--- config.mk ---
export PLATFORM = sky130hd
export DESIGN_NAME = cmdfr_decoder
export DESIGN_NICKNAME = d
export VERILOG_FILES = /design/src/rtl/cmdfr_pkg.sv /design/src/rtl/cmdfr_word_unpack.sv /design/src/rtl/cmdfr_regbank.sv /design/src/rtl/cmdfr_decoder.sv
export SDC_FILE = /design/constraint.sdc
export NUM_CORES = 1
export LEC_CHECK = 0
export BUFFER_PORTS_ARGS = -buffer_cell sky130_fd_sc_hd__buf_4
export CAP_MARGIN = 30
export CORE_MARGIN = 2
export CORE_UTILIZATION = 50
export CTS_BUF_LIST = sky130_fd_sc_hd__clkbuf_4
export DETAILED_ROUTE_END_ITERATION = 16
export PLACE_DENSITY = 0.79
export SLEW_MARGIN = 20
export SYNTH_ARGS = -nofsm -noshare
export SYNTH_HDL_FRONTEND = slang
export SYNTH_HIERARCHICAL = 1
export SYNTH_SLANG_ARGS = --single-unit
export TNS_END_PERCENT = 10
--- constraint.sdc ---
create_clock -name clk -period 2.99 [get_ports clk]
set_clock_uncertainty 0.1 [all_clocks]
set_input_delay 0.299 -clock clk [delete_from_list [all_inputs] [get_ports clk]]
set_output_delay 0.299 -clock clk [all_outputs]
set_load 0.03 [all_outputs]
--- src/rtl/cmdfr_pkg.sv ---
package cmdfr_pkg;

    localparam int          HDR_LEN  = 5;
    localparam int          IDX_W    = $clog2(HDR_LEN);
    localparam logic [7:0]  DELIM    = 8'h7E;

    localparam logic [3:0]  A_DUMP   = 4'd1;
    localparam logic [3:0]  A_STAT   = 4'd2;
    localparam logic [3:0]  A_SPIM   = 4'd8;
    localparam logic [3:0]  A_CTL    = 4'd14;
    localparam logic [3:0]  A_BANK   = 4'd15;
    localparam logic [1:0]  BANK_REQ = 2'd0;
    localparam logic [1:0]  BANK_PT  = 2'd2;

    typedef enum logic [1:0] {
        ST_HUNT,
        ST_HDR,
        ST_WHI,
        ST_WLO
    } dec_state_e;

    function automatic logic [7:0] hdr_byte(input logic [IDX_W-1:0] idx);
        case (idx)
            3'd0:    return 8'h40;
            3'd1:    return 8'h4C;
            3'd2:    return 8'h44;
            3'd3:    return 8'h53;
            default: return 8'h7E;
        endcase
    endfunction

endpackage

--- src/rtl/cmdfr_word_unpack.sv ---
module cmdfr_word_unpack (
    input  logic [15:0] word,
    output logic [3:0]  addr,
    output logic [7:0]  value,
    output logic        ok
);
    always_comb begin
        addr  = word[11:8];
        value = {word[13:12], word[5:0]};
        ok    = !word[15] && !word[7]
             && (word[6]  == !word[5])
             && (word[14] == !word[13]);
    end
endmodule

--- src/rtl/cmdfr_regbank.sv ---
module cmdfr_regbank
    import cmdfr_pkg::*;
#(
    parameter int SLOTS = 4
) (
    input  logic               clk,
    input  logic               rst_n,
    input  logic               we,
    input  logic [1:0]         bank,
    input  logic [3:0]         addr,
    input  logic [7:0]         data,
    output logic [1:0]         bank_sel,
    output logic [7:0]         ctl_q,
    output logic [1:0]         spi_mode,
    output logic [SLOTS*8-1:0] pt_match,
    output logic [SLOTS*8-1:0] pt_mask
);
    localparam int MASK_BASE = SLOTS;

    logic [7:0] bank_reg_q;
    logic       pt_we;

    assign pt_we    = we && (bank == BANK_PT);
    assign bank_sel = bank_reg_q[1:0];

    always_ff @(posedge clk or negedge rst_n) begin
        if (!rst_n) begin
            bank_reg_q <= '0;
            ctl_q      <= '0;
            spi_mode   <= '0;
        end else if (we) begin
            if (addr == A_BANK) bank_reg_q <= data;
            if (addr == A_CTL)  ctl_q      <= data;
            if (pt_we && addr == A_SPIM) spi_mode <= data[1:0];
        end
    end

    for (genvar k = 0; k < SLOTS; k++) begin : g_slot
        always_ff @(posedge clk or negedge rst_n) begin
            if (!rst_n) begin
                pt_match[k*8 +: 8] <= 8'h00;
                pt_mask[k*8 +: 8]  <= 8'hFF;
            end else if (pt_we) begin
                if (addr == 4'(k))             pt_match[k*8 +: 8] <= data;
                if (addr == 4'(MASK_BASE + k)) pt_mask[k*8 +: 8]  <= data;
            end
        end
    end
endmodule

--- src/rtl/cmdfr_decoder.sv ---
module cmdfr_decoder
    import cmdfr_pkg::*;
#(
    parameter int PT_SLOTS = 4
) (
    input  logic                  clk,
    input  logic                  rst_n,
    input  logic                  in_valid,
    input  logic [7:0]            in_byte,
    output logic                  wr_strobe,
    output logic [1:0]            wr_bank,
    output logic [3:0]            wr_addr,
    output logic [7:0]            wr_data,
    output logic                  dump_req,
    output logic                  status_req,
    output logic                  frame_done,
    output logic                  frame_abort,
    output logic                  word_err,
    output logic [1:0]            bank_sel,
    output logic [7:0]            ctl_q,
    output logic [1:0]            spi_mode,
    output logic [PT_SLOTS*8-1:0] pt_match,
    output logic [PT_SLOTS*8-1:0] pt_mask
);
    localparam logic [IDX_W-1:0] LAST_IDX = IDX_W'(HDR_LEN - 1);

    dec_state_e       state_q, state_d;
    logic [IDX_W-1:0] hidx_q, hidx_d;
    logic [7:0]       hi_q;

    logic [3:0] u_addr;
    logic [7:0] u_val;
    logic       u_ok;
    logic       is_delim, ev_word_ok, ev_word_bad, ev_done, ev_abort;

    cmdfr_word_unpack u_unpack (
        .word  ({hi_q, in_byte}),
        .addr  (u_addr),
        .value (u_val),
        .ok    (u_ok)
    );

    assign is_delim    = (in_byte == DELIM);
    assign ev_done     = in_valid && (state_q == ST_WHI) && is_delim;
    assign ev_abort    = in_valid && (state_q == ST_WLO) && is_delim;
    assign ev_word_ok  = in_valid && (state_q == ST_WLO) && !is_delim && u_ok;
    assign ev_word_bad = in_valid && (state_q == ST_WLO) && !is_delim && !u_ok;

    // next-state logic
    always_comb begin
        state_d = state_q;
        hidx_d  = hidx_q;
        if (in_valid) begin
            unique case (state_q)
                ST_HUNT: begin
                    if (in_byte == hdr_byte('0)) begin
                        state_d = ST_HDR;
                        hidx_d  = IDX_W'(1);
                    end
                end
                ST_HDR: begin
                    if (in_byte == hdr_byte(hidx_q)) begin
                        if (hidx_q == LAST_IDX) state_d = ST_WHI;
                        else                    hidx_d  = hidx_q + IDX_W'(1);
                    end else if (in_byte == hdr_byte('0)) begin
                        hidx_d  = IDX_W'(1);
                    end else begin
                        state_d = ST_HUNT;
                    end
                end
                ST_WHI:  state_d = is_delim ? ST_HUNT : ST_WLO;
                ST_WLO:  state_d = is_delim ? ST_HUNT : ST_WHI;
                default: state_d = ST_HUNT;
            endcase
        end
    end

    // state register
    always_ff @(posedge clk or negedge rst_n) begin
        if (!rst_n) begin
            state_q <= ST_HUNT;
            hidx_q  <= '0;
        end else begin
            state_q <= state_d;
            hidx_q  <= hidx_d;
        end
    end

    // registered outputs
    always_ff @(posedge clk or negedge rst_n) begin
        if (!rst_n) begin
            hi_q        <= '0;
            wr_strobe   <= 1'b0;
            wr_bank     <= '0;
            wr_addr     <= '0;
            wr_data     <= '0;
            dump_req    <= 1'b0;
            status_req  <= 1'b0;
            frame_done  <= 1'b0;
            frame_abort <= 1'b0;
            word_err    <= 1'b0;
        end else begin
            if (in_valid && state_q == ST_WHI) hi_q <= in_byte;
            wr_strobe   <= ev_word_ok;
            dump_req    <= ev_word_ok && bank_sel == BANK_REQ && u_addr == A_DUMP;
            status_req  <= ev_word_ok && bank_sel == BANK_REQ && u_addr == A_STAT;
            frame_done  <= ev_done;
            frame_abort <= ev_abort;
            word_err    <= word_err || ev_word_bad;
            if (ev_word_ok) begin
                wr_bank <= bank_sel;
                wr_addr <= u_addr;
                wr_data <= u_val;
            end
        end
    end

    cmdfr_regbank #(.SLOTS(PT_SLOTS)) u_regs (
        .clk      (clk),
        .rst_n    (rst_n),
        .we       (ev_word_ok),
        .bank     (bank_sel),
        .addr     (u_addr),
        .data     (u_val),
        .bank_sel (bank_sel),
        .ctl_q    (ctl_q),
        .spi_mode (spi_mode),
        .pt_match (pt_match),
        .pt_mask  (pt_mask)
    );
endmodule

==> results of run 1 <==
[sequential cells by signal, summed over array words and instances (netlist names)]
name,cells
hi_q,8
wr_bank,2
dump_req,1
status_req,1
u_regs/ctl_q,8
wr_data,8
hidx_q,3
word_err,1
state_q,2
frame_done,1
u_regs/bank_reg_q,2
wr_addr,4
u_regs/pt_mask,32
u_regs/spi_mode,2
wr_strobe,1
u_regs/pt_match,32
frame_abort,1
[layout make-up]
| type | instances | area [um2] |
|---|---|---|
| Fill cell | 760 | 3501 |
| Sequential cell | 109 | 2768 |
| Multi-Input combinational cell | 215 | 1805 |
| Timing Repair Buffer | 114 | 858.3 |
| Tap cell | 129 | 161.4 |
| Clock buffer | 10 | 75.07 |
| Clock inverter | 6 | 46.29 |
| Inverter | 6 | 22.52 |
| Antenna cell | 1 | 2.502 |
[power by group]
part,switching (mW),total (mW),internal [mW]
clock network,0.475,0.665,0.190
logic,0.0643,0.0857,0.0214
registers,0.000382,1.48,1.48
[kinds of logic after synthesis]
logic type / share of synthesized area [%]
simple gates: 12.46
mux: 20.71
buf+inv: 3.942
flops: 58.13
xor+xnor: 0.9198
fa+ha+maj: 1.314
compound gates: 2.523
[placed cells by master (no fill, tap or decap), drive strengths merged, types with 2 or more instances in the layout]
| cell | count |
|---|---|
| a21oi | 4 |
| and3 | 3 |
| buf | 113 |
| clkbuf | 10 |
| clkinv | 2 |
| dfrtp | 77 |
| dfstp | 32 |
| ha | 5 |
| inv | 9 |
| mux2 | 84 |
| nand2 | 53 |
| nand2b | 2 |
| nand3 | 4 |
| nand3b | 2 |
| nor2 | 6 |
| nor2b | 2 |
| nor3 | 7 |
| nor3b | 3 |
| nor4 | 2 |
| nor4b | 2 |
| o21ai | 3 |
| o311ai | 3 |
| or2b | 2 |
| or3 | 3 |
| or3b | 3 |
| or4 | 4 |
| xnor2 | 4 |
[per-layer routing]
metal	vias to the layer above	track usage, %
met4	0	6.653
met5	-	0
met2	77	32.24
met3	14	3.934
met1	1551	29.02
li1	1429	-
[worst max path at each step]
stage	from	cells past startpoint	endpoint	slack, ns
2_1_floorplan	hi_q[5]	10	u_regs/pt_match[10]	0.39
4_1_cts	hi_q[5]	8	u_regs/pt_match[25]	0.48
3_3_place_gp	in_byte[0]	9	u_regs/pt_match[5]	0.29
3_5_place_dp	in_byte[0]	9	u_regs/pt_match[1]	0.27
5_1_grt	hi_q[5]	8	u_regs/pt_match[25]	0.31
6_report	hi_q[5]	8	u_regs/pt_match[25]	0.48
==> key figures, run 1 <==
Outcome
  – Status: finished clean

Power and ir drop
  – PwrDens: 388.3 nW/um2
  – Tot Pwr: 2.228 mW
  – Static Leak: 2.916 nW
  – Peak supply drop: 220.7 uV

Floorplanning
  – Chip Width: 101.6 um
  – # rows: 35
  – Core area: 9240 um2
  – Die height: 101.6 um
  – Initial Utilization: 51.52%
  – Boundary pin count: 107
  – Die area: 10320 um2

GRT
  – Initial antenna violation count: 1
  – First-pass GRT wire length: 16280 um
  – Vias in the first global route: 3101
  – Largest net degree at the start of global routing: 51
  – GRT Total Usage: a little over 20%
  – Gr ovfl total: 0

Route
  – Uppermost layer routed: met4
  – Routed WL: around 10000 um
  – Drt drc: 0
  – DR iter-0 viols: roughly 110
  – Metal1 wirelength: 4531 um
  – Wire per inst: about 17 um
  – Via/cell ratio: around 5.2
  – Total number of vias: roughly 3100
  – Routed Antenna Nets: 0
  – DR WL met3: around 470 um
  – First-pass DRT Iterations: 4
  – Met2 Wirelength: 5015 um

Placed design
  – Setup slack at placement: 0.2666 ns
  – Post-DP HPWL: 7064 um
  – I/O Buffers: 106
  – Final GP Congestion: 0.8040
  – Placed cell count: 572
  – Area post-placement: 5605 um2

Clock tree
  – Sink Count: roughly 110
  – # resized after CTS: 0
  – Clk Latency, worst-skew pair: 0.43 ns
  – Post-CTS setup buffer count: 0
  – Hold buffer count at CTS: 1
  – CTS Buf Count: 9
  – H-tree Lvls: 3
  – Clock Root Buffer: clkbuf_4
  – Max clock buf depth: 2
  – CTS tree: done
  – Clock transition at path regs: 0.16 ns

Timing
  – Final setup TNS: 0 ns
  – Worst hold slack: 0.04290 ns
  – Worst setup margin: 0.4792 ns
  – F_max: 0.3983 GHz
  – Slew headroom: 47.93%
  – Max-slew violations: 0
  – # setup viols final: 0
  – Unrepaired setup endpoints after global routing: no
  – Tmin final: 2.511 ns
  – Fin. Hold Viols: 0
  – Final Cycle Share: 83.97%
  – Tightest Pin Transition: 0.7782 ns

Worst setup path
  – Crit start category: flop
  – Worst Setup End Kind: flop
  – Worst path required time: 3.22 ns
  – CP max stage cell: nor3_2
  – Reg2reg start: hi_q[5]
  – Crit-path max cell delay: 0.54 ns
  – R2R Setup Slk: 0.48 ns
  – Crit path max fanout: 8
  – CP Class: flop to flop
  – Crit path max-delay family: simple AND/OR/NAND/NOR gates
  – WP buf/inv: 2
  – CP arrival: about 2.7 ns
  – Critical-path cell list: xnor2_1 -> nor4_2 -> nand3_4 -> inv_2 -> nand4bb_1 -> buf_4 -> nor3_2 -> mux2_2
  – Reg2Reg Depth: 8
  – Reg-to-Reg End: u_regs/pt_match[25]

Yosys
  – Asr flop ratio synth: 100.0%
  – YS warnings: 6
  – Register area share after synthesis: 58.13%
  – FF+latch count, synth: between 100 and 150
  – Post-synth top cells: dfrtp_1 (77), mux2_2 (76), nand2_1 (53)
  – Synthesized instance count: 353
  – Mapped Area: 4761 um2
  – Netlist cell types: 53
  – Syn Area/Cell: 13.49 um2
  – Top FF cell, synth: dfrtp_1
  – Synth top area cells: dfrtp_1 (40%), mux2_2 (18%), dfstp_2 (18%)
  – Post-synth EDFFs: 0
  – Most frequent cell after synthesis: dfrtp_1
  – Post-Syn Nets: 369
  – Synth top area share: 40.47%
  – Area leader, netlist: dfrtp_1

Final layout
  – Final design utilization: 62.11%
  – Final design area excluding fillers: 5739 um2
  – Nets: 471
  – Post-Layout Cell Count: 590
  – Syn-to-layout area delta: 20.55%
  – Fraction of layout cells with a size suffix above 1: between 50% and 60%

Worst hold path
  – Min-delay src: in_byte[7]
  – Hold worst-path end: hi_q[7]
  – WHS Path Cells: 2
  – Hold Crit Class: primary input to flop

Job
  – Max-Cap Viols: 0
Power figures use the tool's default switching activity.
==> run 2: changes to the inputs <==
--- a/config.mk
+++ b/config.mk
@@ -5,13 +5,14 @@
 export SDC_FILE = /design/constraint.sdc
 export NUM_CORES = 1
 export LEC_CHECK = 0
+export ABC_AREA = 1
 export BUFFER_PORTS_ARGS = -buffer_cell sky130_fd_sc_hd__buf_4
 export CAP_MARGIN = 30
 export CORE_MARGIN = 2
 export CORE_UTILIZATION = 50
 export CTS_BUF_LIST = sky130_fd_sc_hd__clkbuf_4
 export DETAILED_ROUTE_END_ITERATION = 16
-export PLACE_DENSITY = 0.79
+export PLACE_DENSITY = 0.81
 export SLEW_MARGIN = 20
 export SYNTH_ARGS = -nofsm -noshare
 export SYNTH_HDL_FRONTEND = slang
==> constraint.sdc (replaced) <==
create_clock -name clk -period 2.1 [get_ports clk]
set_clock_uncertainty 0.1 [all_clocks]
set_input_delay 0.21 -clock clk [delete_from_list [all_inputs] [get_ports clk]]
set_output_delay 0.21 -clock clk [all_outputs]
set_load 0.03 [all_outputs]
==> key figures, run 2 <==
Worst setup path
  – CP Class: primary input to flop
  – CP arrival: 2.35 ns
  – R2R Setup Slk: 0.09 ns
  – Worst path required time: 2.38 ns
  – Crit path max fanout: 8
  – Crit start category: primary input
  – Worst Setup End Kind: flop
  – Reg2Reg Depth: 11

Final layout
  – Nets: 715
  – Commonest non-fill, non-tap cells in the layout: nand2_1 (245), buf_4 (123), dfrtp_1 (76)
  – Commonest non-fill, non-tap cell in the layout: nand2_1
  – Post-Layout Cell Count: 837
  – Final design area excluding fillers: 6167 um2
  – Biggest regs: u_regs/pt_mask x32, u_regs/pt_match x32
  – Ant. Diodes: 0
  – Fraction of layout cells with a size suffix above 1: 30.26%
  – Syn-to-layout area delta: 24.72%

Floorplanning
  – Boundary pin count: 107
  – Die area: 10700 um2
  – # rows: 36
  – Chip Width: 103.4 um
  – Core area: 9684 um2
  – Initial Utilization: a little over 50%
  – Die height: about 100 um

Yosys
  – Top FF cell, synth: dfrtp_1
  – Area leader, netlist: dfrtp_1
  – Synth top area share: between 30% and 40%
  – FF+latch count, synth: 109
  – Synthesized instance count: around 600
  – Post-synth top cells: nand2_1 (248), dfrtp_1 (77), nand3_1 (72)
  – Post-Syn Nets: 600
  – Asr flop ratio synth: 100.0%
  – Register area share after synthesis: between 50% and 60%
  – Post-synth EDFFs: 0
  – Netlist cell types: 30
  – YS warnings: 6
  – Most frequent cell after synthesis: nand2_1
  – Mapped Area: 4945 um2
  – Syn Area/Cell: roughly 8.5 um2
  – Synth top area cells: dfrtp_1 (39%), nand2_1 (19%), dfstp_2 (17%)

Clock tree
  – Sink Count: 109
  – Max clock buf depth: 2
  – Clk Latency, worst-skew pair: 0.46 ns
  – CTS Buf Count: 9
  – CTS tree: done
  – H-tree Lvls: 3
  – Clock Root Buffer: clkbuf_4
  – Clock transition at path regs: 0.16 ns

Route
  – Routed WL: 12300 um
  – Uppermost layer routed: met4
  – Via/cell ratio: slightly above 5
  – Wire per inst: 14.69 um
  – First-pass DRT Iterations: 5
  – DR WL met3: 874 um
  – Drt drc: 0
  – Met2 Wirelength: 5813 um
  – Total number of vias: approximately 4300
  – Metal1 wirelength: 5307 um
  – DR iter-0 viols: 305
  – Routed Antenna Nets: 0

GRT
  – GRT Total Usage: 23.63%
  – First-pass GRT wire length: 19280 um
  – Vias in the first global route: approximately 3900
  – Largest net degree at the start of global routing: 60
  – Gr ovfl total: 0
  – Initial antenna violation count: 0

Placed design
  – I/O Buffers: ~110
  – Placed cell count: 809
  – Post-DP HPWL: just under 9000 um
  – Final GP Congestion: 0.8696
  – Area post-placement: around 5900 um2

Worst hold path
  – Hold Crit Class: primary input to flop
  – WHS Path Cells: 5

Power and ir drop
  – Peak supply drop: 386.5 uV
  – Sequential power share: between 50% and 60%
  – Static Leak: 3.379 nW
  – Int Pwr: 2.795 mW
  – Clk network pwr share: 25.2%
  – NetSw: 1.319 mW
  – Switching Share: roughly 32%
  – Gate power share: between 15 and 20%
  – PwrDens: 667.0 nW/um2
  – Tot Pwr: between 4 and 5 mW

Timing
  – Fin. Hold Viols: 0
  – # setup viols final: 0
  – Tmin final: 2.071 ns
  – Slew headroom: 65.87%
  – Worst hold slack: 0.06125 ns
  – Final Cycle Share: 98.62%
  – Unrepaired setup endpoints after global routing: yes
  – Tightest Pin Transition: slightly above 0.5 ns
  – F_max: roughly 0.48 GHz
  – Final setup TNS: 0 ns
  – Max-slew violations: 0

Outcome
  – Status: finished clean

Job
  – Max-Cap Viols: 0
==> run 2: kinds of logic after synthesis <==
logic type / share of synthesized area, %
AND/OR/NAND/NOR: 32.95
buffers and inverters: 6.351
multiplexers: 0.6831
adder cells (fa/ha/maj): 1.265
flip-flops: 55.97
AO/OA/AOI/OAI: 2.784
==> run 2: final timing paths <==
path                                   start                  end
hold / removal                    in_byte[1]           frame_done
hold reg to reg            u_regs/pt_mask[5]    u_regs/pt_mask[5]
setup / recovery                  in_byte[7]  u_regs/pt_match[10]
setup reg to reg                     hi_q[7]  u_regs/pt_match[10]
max in group asynchronous              rst_n   u_regs/pt_mask[18]
min in group asynchronous              rst_n   u_regs/pt_match[2]
==> run 2: layer usage <==
| metal | track usage, % | up-vias |
|---|---|---|
| met5 | 0 | - |
| met4 | 9.312 | 0 |
| met3 | 3.495 | 27 |
| met2 | 36.67 | 177 |
| met1 | 33.73 | 2017 |
| li1 | - | 2067 |
==> run 2: worst max-delay path: stages <==
cell	delay, ns
dlygate4sd3_1	0.55
buf_4	0.15
nor2_1	0.10
o21ai_0	0.11
nor2_1	0.16
inv_1	0.09
nor2_4	0.11
nand2_1	0.09
nor2_4	0.12
buf_4	0.15
nand3_1	0.29
nand2_1	0.17
nand2_1	0.06
==> run 2: power by group through the flow <==
stage          clock network, mW  logic, mW  registers, mW
4_1_cts                     1.06      0.706           2.34
6_report                    1.03      0.741           2.34
3_3_place_gp                   0      0.671           2.37
3_5_place_dp                   0      0.692           2.37
2_1_floorplan                  0      0.553           2.30
5_1_grt                     1.14      0.831           2.36
==> run 2: stage by stage <==
step / util, % / worst slack, ns
2_1_floorplan: - / 0.1364
3_3_place_gp: 60.65 / 0.1816
3_5_place_dp: 60.65 / 0.1190
4_1_cts: 62.87 / 0.07419
5_1_grt: 63.68 / -0.06483
6_report: 63.68 / 0.02898
==> run 2: cell type report <==
class / instances / area, um2
repair buffers: 136 / 1066
clock buffers: 11 / 82.58
multi-input cells: 410 / 1903
flip-flops and latches: 109 / 2769
clock inverters: 5 / 52.55
fillers: 811 / 3517
inverters: 33 / 127.6
well taps: 133 / 166.4
==> run 2: what timing repair did <==
action,CTS,global route
gates resized for setup,0,15
endpoints found under the setup margin,0,81
buffers inserted,0,4
endpoints found under the hold margin,95,0
hold buffers,8,0
